$ cat config.mk
export PLATFORM = sky130hd
export DESIGN_NAME = hsport_ctrl
export DESIGN_NICKNAME = d
export VERILOG_FILES = /design/src/rtl/hsport_pkg.sv /design/src/rtl/hsport_sync.sv /design/src/rtl/hsport_hs.sv /design/src/rtl/hsport_ctrl.sv
export SDC_FILE = /design/constraint.sdc
export NUM_CORES = 1
export LEC_CHECK = 0
export BUFFER_PORTS_ARGS = -buffer_cell sky130_fd_sc_hd__buf_2
export CORE_MARGIN = 4
export CORE_UTILIZATION = 45
export DETAILED_ROUTE_END_ITERATION = 8
export PLACE_DENSITY = 0.84
export SYNTH_ARGS = -nofsm -noshare
export SYNTH_HDL_FRONTEND = slang
export SYNTH_SLANG_ARGS = --single-unit
export TNS_END_PERCENT = 1
$ cat constraint.sdc
create_clock -name clk -period 5.34 [get_ports clk]
set_input_delay 0 -clock clk [delete_from_list [all_inputs] [get_ports clk]]
set_output_delay 0 -clock clk [all_outputs]
set_load 0.02 [all_outputs]
$ cat src/rtl/hsport_pkg.sv
package hsport_pkg;
    typedef enum logic [1:0] {
        PCM_ALLIN  = 2'b00,
        PCM_HSA    = 2'b01,
        PCM_HSAB   = 2'b10,
        PCM_ALLOUT = 2'b11
    } pc_mode_e;

    typedef enum logic {
        HS_IDLE  = 1'b0,
        HS_ARMED = 1'b1
    } hs_state_e;
endpackage

$ cat src/rtl/hsport_sync.sv
module hsport_sync #(
    parameter int STAGES = 2
) (
    input  logic clk,
    input  logic rst_n,
    input  logic d,
    output logic q
);
    logic [STAGES-1:0] sr;

    // Reset to the strobe's inactive (high) level.
    always_ff @(posedge clk or negedge rst_n) begin
        if (!rst_n) sr <= '1;
        else        sr <= {sr[STAGES-2:0], d};
    end

    assign q = sr[STAGES-1];
endmodule

$ cat src/rtl/hsport_hs.sv
module hsport_hs
    import hsport_pkg::*;
#(
    parameter int W = 8
) (
    input  logic         clk,
    input  logic         rst_n,
    input  logic         active,
    input  logic         dir_out,
    input  logic         int_en,
    input  logic         stb_s,
    input  logic         cpu_rd,
    input  logic         cpu_wr,
    input  logic [W-1:0] pins,
    output logic         bf,
    output logic         intr,
    output logic [W-1:0] cap
);
    hs_state_e state_q, state_d;
    logic      stb_fall, stb_rise, cpu_clr;

    always_ff @(posedge clk or negedge rst_n) begin
        if (!rst_n) state_q <= HS_IDLE;
        else        state_q <= state_d;
    end

    always_comb begin
        state_d = state_q;
        if (!active) begin
            state_d = HS_IDLE;                 // disarm
        end else begin
            unique case (state_q)
                HS_IDLE:  if (!stb_s) state_d = HS_ARMED;  // strobe-fall
                HS_ARMED: if (stb_s)  state_d = HS_IDLE;   // strobe-rise
            endcase
        end
    end

    assign stb_fall = active && (state_q == HS_IDLE)  && !stb_s;
    assign stb_rise = active && (state_q == HS_ARMED) &&  stb_s;
    assign cpu_clr  = dir_out ? cpu_wr : cpu_rd;

    // Flags: a strobe event in the same cycle as a host access wins.
    always_ff @(posedge clk or negedge rst_n) begin
        if (!rst_n) begin
            bf   <= 1'b0;
            intr <= 1'b0;
            cap  <= '0;
        end else if (!active) begin
            bf   <= 1'b0;
            intr <= 1'b0;
        end else begin
            if (stb_fall)     bf <= 1'b1;
            else if (cpu_clr) bf <= 1'b0;
            if (stb_rise && int_en) intr <= 1'b1;
            else if (cpu_clr)       intr <= 1'b0;
            if (stb_fall && !dir_out) cap <= pins;
        end
    end
endmodule

$ cat src/rtl/hsport_ctrl.sv
module hsport_ctrl
    import hsport_pkg::*;
#(
    parameter int PW  = 8,
    parameter int PCW = 6
) (
    input  logic           clk,
    input  logic           rst_n,
    input  logic           cmd_wr,
    input  logic [5:0]     cmd_in,
    input  logic           wr_a,
    input  logic           wr_b,
    input  logic           wr_c,
    input  logic [PW-1:0]  wr_data,
    input  logic           rd_a,
    input  logic           rd_b,
    input  logic [PW-1:0]  pa_in,
    output logic [PW-1:0]  pa_out,
    output logic [PW-1:0]  pa_oe,
    input  logic [PW-1:0]  pb_in,
    output logic [PW-1:0]  pb_out,
    output logic [PW-1:0]  pb_oe,
    input  logic [PCW-1:0] pc_in,
    output logic [PCW-1:0] pc_out,
    output logic [PCW-1:0] pc_oe,
    output logic [PW-1:0]  pa_rdata,
    output logic [PW-1:0]  pb_rdata,
    output logic [PCW-1:0] pc_rdata,
    output logic [5:0]     status
);
    localparam int NPORT = 2;
    localparam int HSPIN = PCW / NPORT;   // pins per handshake group

    logic [5:0]     cmd_q;
    logic [PW-1:0]  pa_q, pb_q;
    logic [PCW-1:0] pc_q;
    pc_mode_e       mode;

    logic [NPORT-1:0] act, dir, ie, rdv, wrv, stb_s, bf, intr;
    logic [PW-1:0]    pins [NPORT];
    logic [PW-1:0]    cap  [NPORT];
    logic             stb_a_s, hs_a_act;

    always_ff @(posedge clk or negedge rst_n) begin
        if (!rst_n) begin
            cmd_q <= '0;
            pa_q  <= '0;
            pb_q  <= '0;
            pc_q  <= '0;
        end else begin
            if (cmd_wr) cmd_q <= cmd_in;
            if (wr_a)   pa_q  <= wr_data;
            if (wr_b)   pb_q  <= wr_data;
            if (wr_c)   pc_q  <= wr_data[PCW-1:0];
        end
    end

    assign mode   = pc_mode_e'(cmd_q[3:2]);
    assign act[0] = (mode == PCM_HSA) || (mode == PCM_HSAB);
    assign act[1] = (mode == PCM_HSAB);
    assign dir    = cmd_q[1:0];
    assign ie     = cmd_q[5:4];
    assign rdv    = {rd_b, rd_a};
    assign wrv    = {wr_b, wr_a};
    assign pins[0] = pa_in;
    assign pins[1] = pb_in;

    for (genvar p = 0; p < NPORT; p++) begin : g_port
        hsport_sync #(.STAGES(2)) u_sync (
            .clk   (clk),
            .rst_n (rst_n),
            .d     (pc_in[p*HSPIN]),
            .q     (stb_s[p])
        );
        hsport_hs #(.W(PW)) u_hs (
            .clk     (clk),
            .rst_n   (rst_n),
            .active  (act[p]),
            .dir_out (dir[p]),
            .int_en  (ie[p]),
            .stb_s   (stb_s[p]),
            .cpu_rd  (rdv[p]),
            .cpu_wr  (wrv[p]),
            .pins    (pins[p]),
            .bf      (bf[p]),
            .intr    (intr[p]),
            .cap     (cap[p])
        );
    end

    assign stb_a_s  = stb_s[0];
    assign hs_a_act = act[0];

    always_comb begin
        unique case (mode)
            PCM_ALLIN: begin
                pc_oe  = '0;
                pc_out = '0;
            end
            PCM_ALLOUT: begin
                pc_oe  = '1;
                pc_out = pc_q;
            end
            PCM_HSA: begin
                pc_oe  = 6'b111110;
                pc_out = {pc_q[5:3], intr[0], bf[0], 1'b0};
            end
            PCM_HSAB: begin
                pc_oe  = 6'b110110;
                pc_out = {intr[1], bf[1], 1'b0, intr[0], bf[0], 1'b0};
            end
        endcase
    end

    assign pa_oe    = {PW{dir[0]}};
    assign pb_oe    = {PW{dir[1]}};
    assign pa_out   = pa_q;
    assign pb_out   = pb_q;
    assign pa_rdata = dir[0] ? pa_q : (act[0] ? cap[0] : pa_in);
    assign pb_rdata = dir[1] ? pb_q : (act[1] ? cap[1] : pb_in);
    assign pc_rdata = (pc_oe & pc_out) | (~pc_oe & pc_in);
    assign status   = {ie[1], bf[1], intr[1], ie[0], bf[0], intr[0]};
endmodule

* After elaboration in Yosys (flattened, before gate mapping) *
Index checks and enable logic that the tools add are counted.

operators by class
  multiplexer cells = 22
  bitwise operators = 6
  reductions and logical operators = 20
  eq/ne operators = 7

operator list
  operator              count
  $pmux W6 S4           2
  $mux W8               4
  $mux W1               16
  $and A6 B6 Y6         2
  $logic_and A1 B1 Y1   12
  $ne A3 B3 Y1 const B  4
  $not A6 Y6            1
  $or A6 B6 Y6          1
  $eq A2 B2 Y1 const B  2
  $logic_not A1 Y1      4
  $reduce_and A2 Y1     2
  $eq A2 B1 Y1 const B  1
  $logic_not A2 Y1      1
  $not A1 Y1            2
  $logic_or A1 B1 Y1    1

storage, ports and cells
  logic and storage cells = 69
  bits of input ports = 44
  flip-flop bits (word level) = 54
  output and inout bits = 72

* Depth between registers and ports, before layout *
Gate-level depths: netlist of the first run.

  depth in word-level cells = 7
  depth in mapped cells = 5
  mapped depth without buffers = 4

* Hierarchy *
Synthesis of the first run repeated with hierarchy kept, for this count alone.

second synthesis, totals
  cells, all modules = 231
  area total of the unflattened synthesis = 2,731.4 um^2

modules (own cells, without submodules)
  module       area each (um^2)  instances  sequential area each (um^2)  cells an instance
  hsport_ctrl  1,750.4           1          700.7                        171
  hsport_hs    437.9             2          275.3                        28
  hsport_sync  52.6              2          52.6                         2

* Worst setup path after synthesis of the first run *
Ideal clock, no wire load.

  kind = flip-flop to flip-flop
  start point = register cmd_q[2]
  end point = register g_port[0].u_hs.cap[0]
  data arrival time = 1,560 ps
  cell stages (with the launch flop) = 5
  period minus slack after synthesis = 1,685 ps
  path slack = 3,655 ps
  required time = 5,215 ps
  library setup time = 125 ps
  path buffers = 0
  cells stage by stage = dfrtp_1 inv_1 ha_1 nor4b_4 mux2_2

between the ends
  word-level cells in the longest chain between the ends = 6
  elaborated cells on any way between the ends = 7
  classes of those cells = eq/ne: 2; reduce/logical: 5

RTL lines
  item                                                 line               text
  start: declaration                                   hsport_ctrl.sv:34  logic [5:0] cmd_q;
  start signal: assignment                             hsport_ctrl.sv:51  if (cmd_wr) cmd_q <= cmd_in;
  $eq A2 B1 Y1 / $eq A2 B2 Y1 (equally long branches)  hsport_ctrl.sv:59  assign act[0] = (mode == PCM_HSA) || (mode == PCM_HSAB);
  $logic_or A1 B1 Y1 *                                 hsport_ctrl.sv:59
  $logic_and A1 B1 Y1 (2 in a row)                     hsport_hs.sv:39    assign stb_fall = active && (state_q == HS_IDLE) && !stb_s;
  $logic_and A1 B1 Y1                                  hsport_hs.sv:57    if (stb_fall && !dir_out) cap <= pins;
  $reduce_and A2 Y1 (no source line) *                 --
  end signal: assignment                               hsport_hs.sv:57
  end: declaration                                     hsport_hs.sv:17    output logic [W-1:0] cap

Every way passes the cells marked *; elsewhere a longest branch is shown, timed or not.
A chain may end at the register's enable or synchronous reset.

* Worst setup path after layout of the first run *
  start point = register cmd_q[2]
  end point = register g_port[0].u_hs.cap[7]

The elaborated chain is that of the path after synthesis.

==> key figures, run 1 <==
Outcome
  – Outcome: finished clean

STA
  – Fmax: 437 MHz
  – RSZ-0062 raised after global routing: no
  – Sum Neg Setup Slack: 0 ns
  – Setup ws final: 3.05 ns
  – Setup Viol. Count Final: 0
  – Final hold vios: 0
  – Worst slew pin tran: 0.737 ns
  – Period utilisation layout: a little over two fifths
  – Max transition margin: between 50% and 60%
  – Final min period: approximately 2.3 ns
  – Final Skew: around 0.006 ns
  – Max Transition Viols Final: 0

Yosys
  – Largest area contributor in the netlist: dfrtp_1
  – Number of flops mapped to enable cells by yosys: 0
  – Syn_nets: between 200 and 300
  – Asr flop ratio synth: between 90% and 100%
  – Seq/Total Area, Yosys: about half
  – Primary FF master, synth: dfrtp_1
  – Synth cell types: 25
  – Cell count after synthesis: between 200 and 250
  – Synth top area cells: dfrtp_1 (45%), mux2_2 (17%), buf_4 (6.8%)
  – Yosys top cell area share: a little under half
  – Syn avg cell area: 11.5 um2
  – Syn. warnings: 0
  – Synthesized cell area: 2770 um2
  – Yosys reg bits: between 50 and 60

Global routing
  – Gr ovfl total: 0
  – Initial antenna violation count: 0
  – Tot GR Track Use: between 10% and 20%
  – First-pass GRT wire length: 10.6 mm
  – Pin count of the biggest net entering global routing: between 50 and 60
  – Vias in the first global route: 2206

Setup path
  – Crit Path Class: reg -> reg
  – Worst path required time: around 5.5 ns
  – Arr. time, crit path: between 2 and 2.5 ns
  – Crit path capture type: flip-flop
  – CP Launch Type: flip-flop
  – Crit Path Max Fanout: 13

Pwr
  – PD cells: about 310 nW/um2
  – Total design power: roughly 1.1 mW
  – Max IR drop VDD: around 0.15 mV
  – Static Leak: between 1.5 and 2 nW

Clock network
  – CTS Root Cell: clkbuf_8
  – Max clock buf depth: 2
  – Postcts setup bufs: 0
  – CTS resizes: 0
  – Hold_buf cts: 33
  – H-tree lvl count: 2
  – Clk Latency, worst-skew pair: 0.30 ns
  – Num Clock Sinks: 54
  – CTS clk-pin slew, worst paths: roughly 0.090 ns
  – CTS Buf Count: 5
  – CTS tree: yes

Placed design
  – Global placement routability congestion: 0.745
  – Dpl ws: between 3 and 4 ns
  – Placed Instances: about 400
  – Port Buffer Count: 115
  – Hpwl dp: around 4.7 mm

Job
  – Max Cap Violations: 0

Cells and area
  – Final nets: between 400 and 500
  – Share of layout cells above drive strength 1: between 40% and 50%
  – Syn-to-layout area delta: 30.7%
  – Util after Layout: 60.8%
  – Final antenna diode count: 0
  – Final cell count without fillers: 437

Routing
  – Vias per cell: 4.97
  – Initial DRC Count: roughly 110
  – Post-Route WL: around 6.6 mm
  – Vias: between 2000 and 2500
  – Post-route DRC: 0
  – Post-DRT Antenna Nets: 0
  – Count of TritonRoute iterations in the first routing pass: 4
  – Drt wl/cell: roughly 15 um

Die
  – Row count: 28
  – Core ar.: 5960 um2
  – Die area: 7480 um2
  – Num ports: 116
  – Die Ht: about 86 um
  – Die width: about 86 um
  – Initial core utilization: 46.5%

Hold path
  – Min-delay worst type: in -> reg
-- path summary, 6_finish.rpt --
check,slack (ns),end,cells past startpoint,start
setup / recovery,3.05,g_port[0].u_hs.cap[7],4,cmd_q[2]
min in group asynchronous,0.34,cmd_q[5],3,rst_n
hold / removal,0.02,pc_q[5],2,wr_c
max in group asynchronous,4.56,cmd_q[0],3,rst_n
setup reg to reg,3.05,g_port[0].u_hs.cap[7],4,cmd_q[2]
hold reg to reg,0.36,g_port[0].u_sync.sr[1],0,g_port[0].u_sync.sr[0]
-- state kept, by name (all words and copies together), names as in the netlist --
signal and flops:
pc_q 6, pa_out 8, g_port.u_hs.cap 16, pb_out 8, g_port.u_hs.bf 2, cmd_q 6
g_port.u_hs.intr 2, g_port.u_hs.state_q 2, g_port.u_sync.sr 4
-- critical path, cell delays in order, from the launching register on --
cell and delay, ns:
dfrtp_1 0.41, inv_1 0.11, ha_1 0.66, nor4b_4 0.60
mux2_2 0.40
-- where the power goes --
| part | internal [mW] | switching, mW | total (mW) |
|---|---|---|---|
| sequential | 0.482 | 0.0546 | 0.537 |
| combinational | 0.164 | 0.195 | 0.359 |
| clock | 0.106 | 0.123 | 0.229 |
| total | 0.753 | 0.373 | 1.13 |
-- cells in the final DEF (no fill, tap or decap), drive strengths merged --
cell type	n
o21ai	26
o22ai	1
nor2	2
nand2	29
dlygate4sd3	33
o2bb2ai	1
ha	6
dfrtp	50
nor2b	3
and2	1
o21bai	1
mux2	43
a31oi	2
clkbuf	8
a21oi	2
mux2i	16
o32ai	1
inv	9
nand4	2
buf	116
nor4b	2
o211ai	2
nand3b	2
dfstp	4
-- cell families after synthesis --
group                    synth area share (%)
adder cells (fa/ha/maj)                  2.71
AND/OR/NAND/NOR                          7.81
flip-flops                               48.9
buffers and inverters                    10.1
multiplexers                             23.3
AO/OA/AOI/OAI                            7.18
-- per-stage QoR --
stage	area [um2]	hold WS, ns
after floorplan	2770	-0.296
after global routing	3620	0.0249
after global placement	3200	0.118
after detailed placement	3200	0.119
final	3620	0.0230
after CTS	3620	0.0197
-- layer usage --
metal  GRT usage (%)  part of all wire [%]  up-vias
li1                -                     -     1039
met1            22.7                    40     1038
met5               0                     0        -
met3            3.90                   5.9       16
met4            6.09                   2.1        0
met2            30.6                    52       77
-- final cells by class --
class | instances | area, um2
fillers | 525 | 2330
flip-flops and latches | 54 | 1360
multi-input cells | 142 | 1130
repair buffers | 149 | 913
well taps | 75 | 93.8
clock buffers | 8 | 90.1
inverters | 9 | 33.8
-- synth_stat cells, types with 3 or more instances --
library cell  number
dfstp_2            4
mux2_2            43
dfrtp_1           50
nand2_1           29
buf_4             25
ha_1               6
o21ai_0           26
mux2i_1           16
inv_1              9
nor2b_1            3
clkbuf_1           7
No activity file was read; power rests on OpenSTA's default activity.
==> run 2: changes to the inputs <==
- ABC_AREA: unset -> 1
- PLACE_DENSITY: 0.84 -> 0.83
- clock period: 5.34 -> 2.4 ns (I/O delays scaled with it)
==> key figures, run 2 <==
Yosys
  – Primary FF master, synth: dfrtp_1 (unchanged)
  – Most frequent cells after synthesis: nand2_1 (84), dfrtp_1 (50), a21oi_1 (33) (was dfrtp_1 (50), mux2_2 (43), nand2_1 (29))
  – Yosys reg bits: 54 (unchanged)
  – Yosys top cell area share: 44.1% (was 45.1%)
  – Seq/Total Area, Yosys: 47.8% (was 48.9%)
  – Number of flops mapped to enable cells by yosys: 0 (unchanged)
  – Synth top area cells: dfrtp_1 (44%), nand2_1 (11%), mux2_2 (8.7%) (was dfrtp_1 (45%), mux2_2 (17%), buf_4 (6.8%))
  – Cell count after synthesis: 315 (was 241)
  – Syn avg cell area: 9.00 um2 (was 11.5 um2)
  – Top-count cell post-synth: nand2_1 (was dfrtp_1)
  – Synthesized cell area: 2840 um2 (was 2770 um2)
  – Asr flop ratio synth: 100% (unchanged)
  – Syn. warnings: 0 (unchanged)
  – Synth cell types: 23 (was 25)
  – Largest area contributor in the netlist: dfrtp_1 (unchanged)
  – Syn_nets: 365 (was 291)

Setup path
  – Crit path capture type: primary output (was flip-flop)
  – Flop2flop setup slack: 0.54 ns (was 3.05 ns)
  – Crit Path Class: reg -> out (was reg -> reg)
  – RR Endpoint: g_port[0].u_hs.cap[5] (was g_port[0].u_hs.cap[7])
  – CP Launch Type: flip-flop (unchanged)
  – Cell depth of the worst flop-to-flop path: 7 (was 4)
  – Reg2reg start: cmd_q[3] (was cmd_q[2])
  – Crit Path Max Fanout: 13 (unchanged)
  – Worst path required time: 2.40 ns (was 5.53 ns)
  – Arr. time, crit path: 1.96 ns (was 2.48 ns)

STA
  – Final Skew: 0.0102 ns (was 0.00608 ns)
  – Worst slew pin tran: 0.551 ns (was 0.737 ns)
  – Period utilisation layout: 81.5%
  – Setup ws final: 0.445 ns (was 3.05 ns)
  – Final hold vios: 0 (unchanged)
  – Fmax: slightly above 500 MHz
  – Final min period: about 2.0 ns
  – Max Transition Viols Final: 0 (unchanged)
  – Max transition margin: 63.3% (was 50.9%)
  – Hold Slack: 0.0319 ns (was 0.0230 ns)
  – RSZ-0062 raised after global routing: no (unchanged)
  – Sum Neg Setup Slack: 0 ns (unchanged)
  – Setup Viol. Count Final: 0 (unchanged)

Pwr
  – Psw: 0.941 mW (was 0.373 mW)
  – Clock Power Share: 23.5% (was 20.3%)
  – Int Pwr: 1.68 mW (was 0.753 mW)
  – Sw Share: 35.9% (was 33.1%)
  – PD cells: 709 nW/um2 (was 311 nW/um2)
  – Sequential share of power: 45.2% (was 47.7%)
  – Gate power share: 31.3% (was 31.9%)
  – Max IR drop VDD: 0.548 mV (was 0.147 mV)
  – Static Leak: 1.96 nW (was 1.77 nW)

Clock network
  – Clk Latency, worst-skew pair: 0.31 ns (was 0.30 ns)
  – CTS tree: yes (unchanged)
  – CTS Buf Count: 5 (unchanged)
  – CTS Root Cell: clkbuf_8 (unchanged)
  – Max clock buf depth: 2 (unchanged)
  – H-tree lvl count: 2 (unchanged)
  – CTS clk-pin slew, worst paths: 0.09 ns (about the same)
  – Num Clock Sinks: 54 (unchanged)

Hold path
  – Worst hold start: wr_c (unchanged)
  – Hold Crit Depth: 2 (unchanged)
  – Min-delay worst type: in -> reg (unchanged)
  – Hold path endpoint: pc_q[3] (was pc_q[5])

Cells and area
  – Register Area: 1360 um2 (unchanged)
  – Syn-to-layout area delta: 30.5% (was 30.7%)
  – Max reg flops: 16 (unchanged)
  – Final antenna diode count: 0 (unchanged)
  – Area taken by multi-input logic gates: 1120 um2 (was 1130 um2)
  – Most common cell after layout, fill and taps aside: buf_2 (unchanged)
  – Final nets: 486 (was 411)
  – Largest register by flop count: g_port.u_hs.cap (unchanged)
  – Fillers: 528 (was 525)
  – Share of layout cells above drive strength 1: 36.4% (was 47.2%)
  – Finished Cell Area: 3700 um2 (was 3620 um2)
  – Commonest cells after routing, fill and taps aside: buf_2 (115), nand2_1 (84), dfrtp_1 (50) (was buf_2 (115), dfrtp_1 (50), mux2_2 (43))
  – Util after Layout: 61.4% (was 60.8%)

Die
  – Core ar.: 6030 um2 (was 5960 um2)
  – Die area: 7640 um2 (was 7480 um2)
  – Row count: 28 (unchanged)
  – Initial core utilization: 47.1% (was 46.5%)
  – Die Ht: 87.4 um (was 86.5 um)
  – Num ports: 116 (unchanged)
  – Die width: 87.4 um (was 86.5 um)

Routing
  – Post-route DRC: 0 (unchanged)
  – Post-DRT Antenna Nets: 0 (unchanged)
  – Post-Route WL: 7.78 mm (was 6.62 mm)
  – Initial DRC Count: 144 (was 114)
  – Vias per cell: 5.16 (was 4.97)
  – Drt wl/cell: 15.2 um (about the same)
  – Vias: 2640 (was 2170)
  – Count of TritonRoute iterations in the first routing pass: 4 (unchanged)

Global routing
  – Tot GR Track Use: 21.0% (was 18.0%)
  – Pin count of the biggest net entering global routing: 25 (was 55)
  – Gr ovfl total: 0 (unchanged)
  – Initial antenna violation count: 0 (unchanged)
  – First-pass GRT wire length: 12.5 mm (was 10.6 mm)
  – Vias in the first global route: 2521 (was 2206)

Outcome
  – Outcome: finished clean (unchanged)

Placed design
  – Hpwl dp: 5.60 mm (was 4.70 mm)
  – Global placement routability congestion: 0.820 (was 0.745)
  – Port Buffer Count: 115 (unchanged)
  – Placed cell areas: 3250 um2 (was 3200 um2)
  – Dpl ws: 0.578 ns (was 3.07 ns)

Job
  – Max Cap Violations: 0 (unchanged)
[run 2: cell types whose count changed after synthesis, moves of 3 or more]
cell / before / now
nand4_1: 2 / 17
mux2i_1: 16 / 0
buf_2: 2 / 6
nand3_1: 0 / 8
nor2b_1: 3 / 0
o21ai_0: 26 / 12
nand2_1: 29 / 84
nor2_1: 2 / 18
mux2_2: 43 / 22
clkbuf_1: 7 / 1
a21oi_1: 2 / 33
inv_1: 9 / 14
[run 2: how the worst max path moves through the flow]
| stage | from | end | slack [ns] | depth (start not counted) |
|---|---|---|---|---|
| final | cmd_q[2] | pb_rdata[1] | 0.44 | 6 |
| after floorplan | cmd_q[2] | pc_rdata[3] | 0.89 | 5 |
| after detailed placement | cmd_q[3] | g_port[0].u_hs.cap[3] | 0.58 | 7 |
| after global placement | cmd_q[2] | g_port[0].u_hs.cap[5] | 0.70 | 7 |
| after global routing | cmd_q[3] | pa_rdata[1] | 0.27 | 6 |
| after CTS | cmd_q[2] | pa_rdata[4] | 0.45 | 6 |
[run 2: critical path: stages (launching register included)]
cell and delay (ns):
dfrtp_1 0.41, inv_1 0.10, ha_1 0.37, inv_1 0.27, nand2_1 0.09, a21oi_1 0.19, buf_2 0.21
[run 2: logic make-up after synthesis]
logic type | Yosys count | share of synthesized area (%)
AO/OA/AOI/OAI | 45 | 7.94
adder cells (fa/ha/maj) | 6 | 2.65
buffers and inverters | 57 | 12.6
flip-flops | 54 | 47.8
multiplexers | 22 | 8.73
AND/OR/NAND/NOR | 131 | 20.3
[run 2: power groups by stage]
stage | Combinational, mW | Clock (mW) | Sequential (mW)
floorplan | 0.553 | 0 | 1.19
global placement | 0.754 | 0 | 1.20
detailed placement | 0.776 | 0 | 1.20
CTS | 0.820 | 0.623 | 1.18
global route | 0.902 | 0.669 | 1.21
finish | 0.820 | 0.617 | 1.19
[run 2: area by class of cell]
type / count / area share, %
Clock buffer: 5 / 1.86
Multi-Input combinational cell: 204 / 30.4
Timing Repair Buffer: 151 / 25.2
Clock inverter: 3 / 1.22
Tap cell: 75 / 2.54
Sequential cell: 54 / 36.6
Inverter: 20 / 2.23
[run 2: per-layer routing]
layer / wire length, um / global-route usage, % / vias to the layer above
met5: 0 / 0 / -
met4: 252 / 8.65 / 0
met3: 550 / 3.97 / 24
met2: 3750 / 34.7 / 126
met1: 3230 / 26.9 / 1233
li1: - / - / 1257
[run 2: metrics by stage]
step	power (mW)	cells
3_3_place_gp	1.95	470
6_report	2.62	512
3_5_place_dp	1.97	470
5_1_grt	2.78	512
4_1_cts	2.63	512
2_1_floorplan	1.75	315
[run 2: timing repair]
action                                 in CTS  in global routing
endpoints found under the hold margin      66                  0
resized for setup                           0                  0
setup buffers                               0                  0
hold buffers                               34                  0
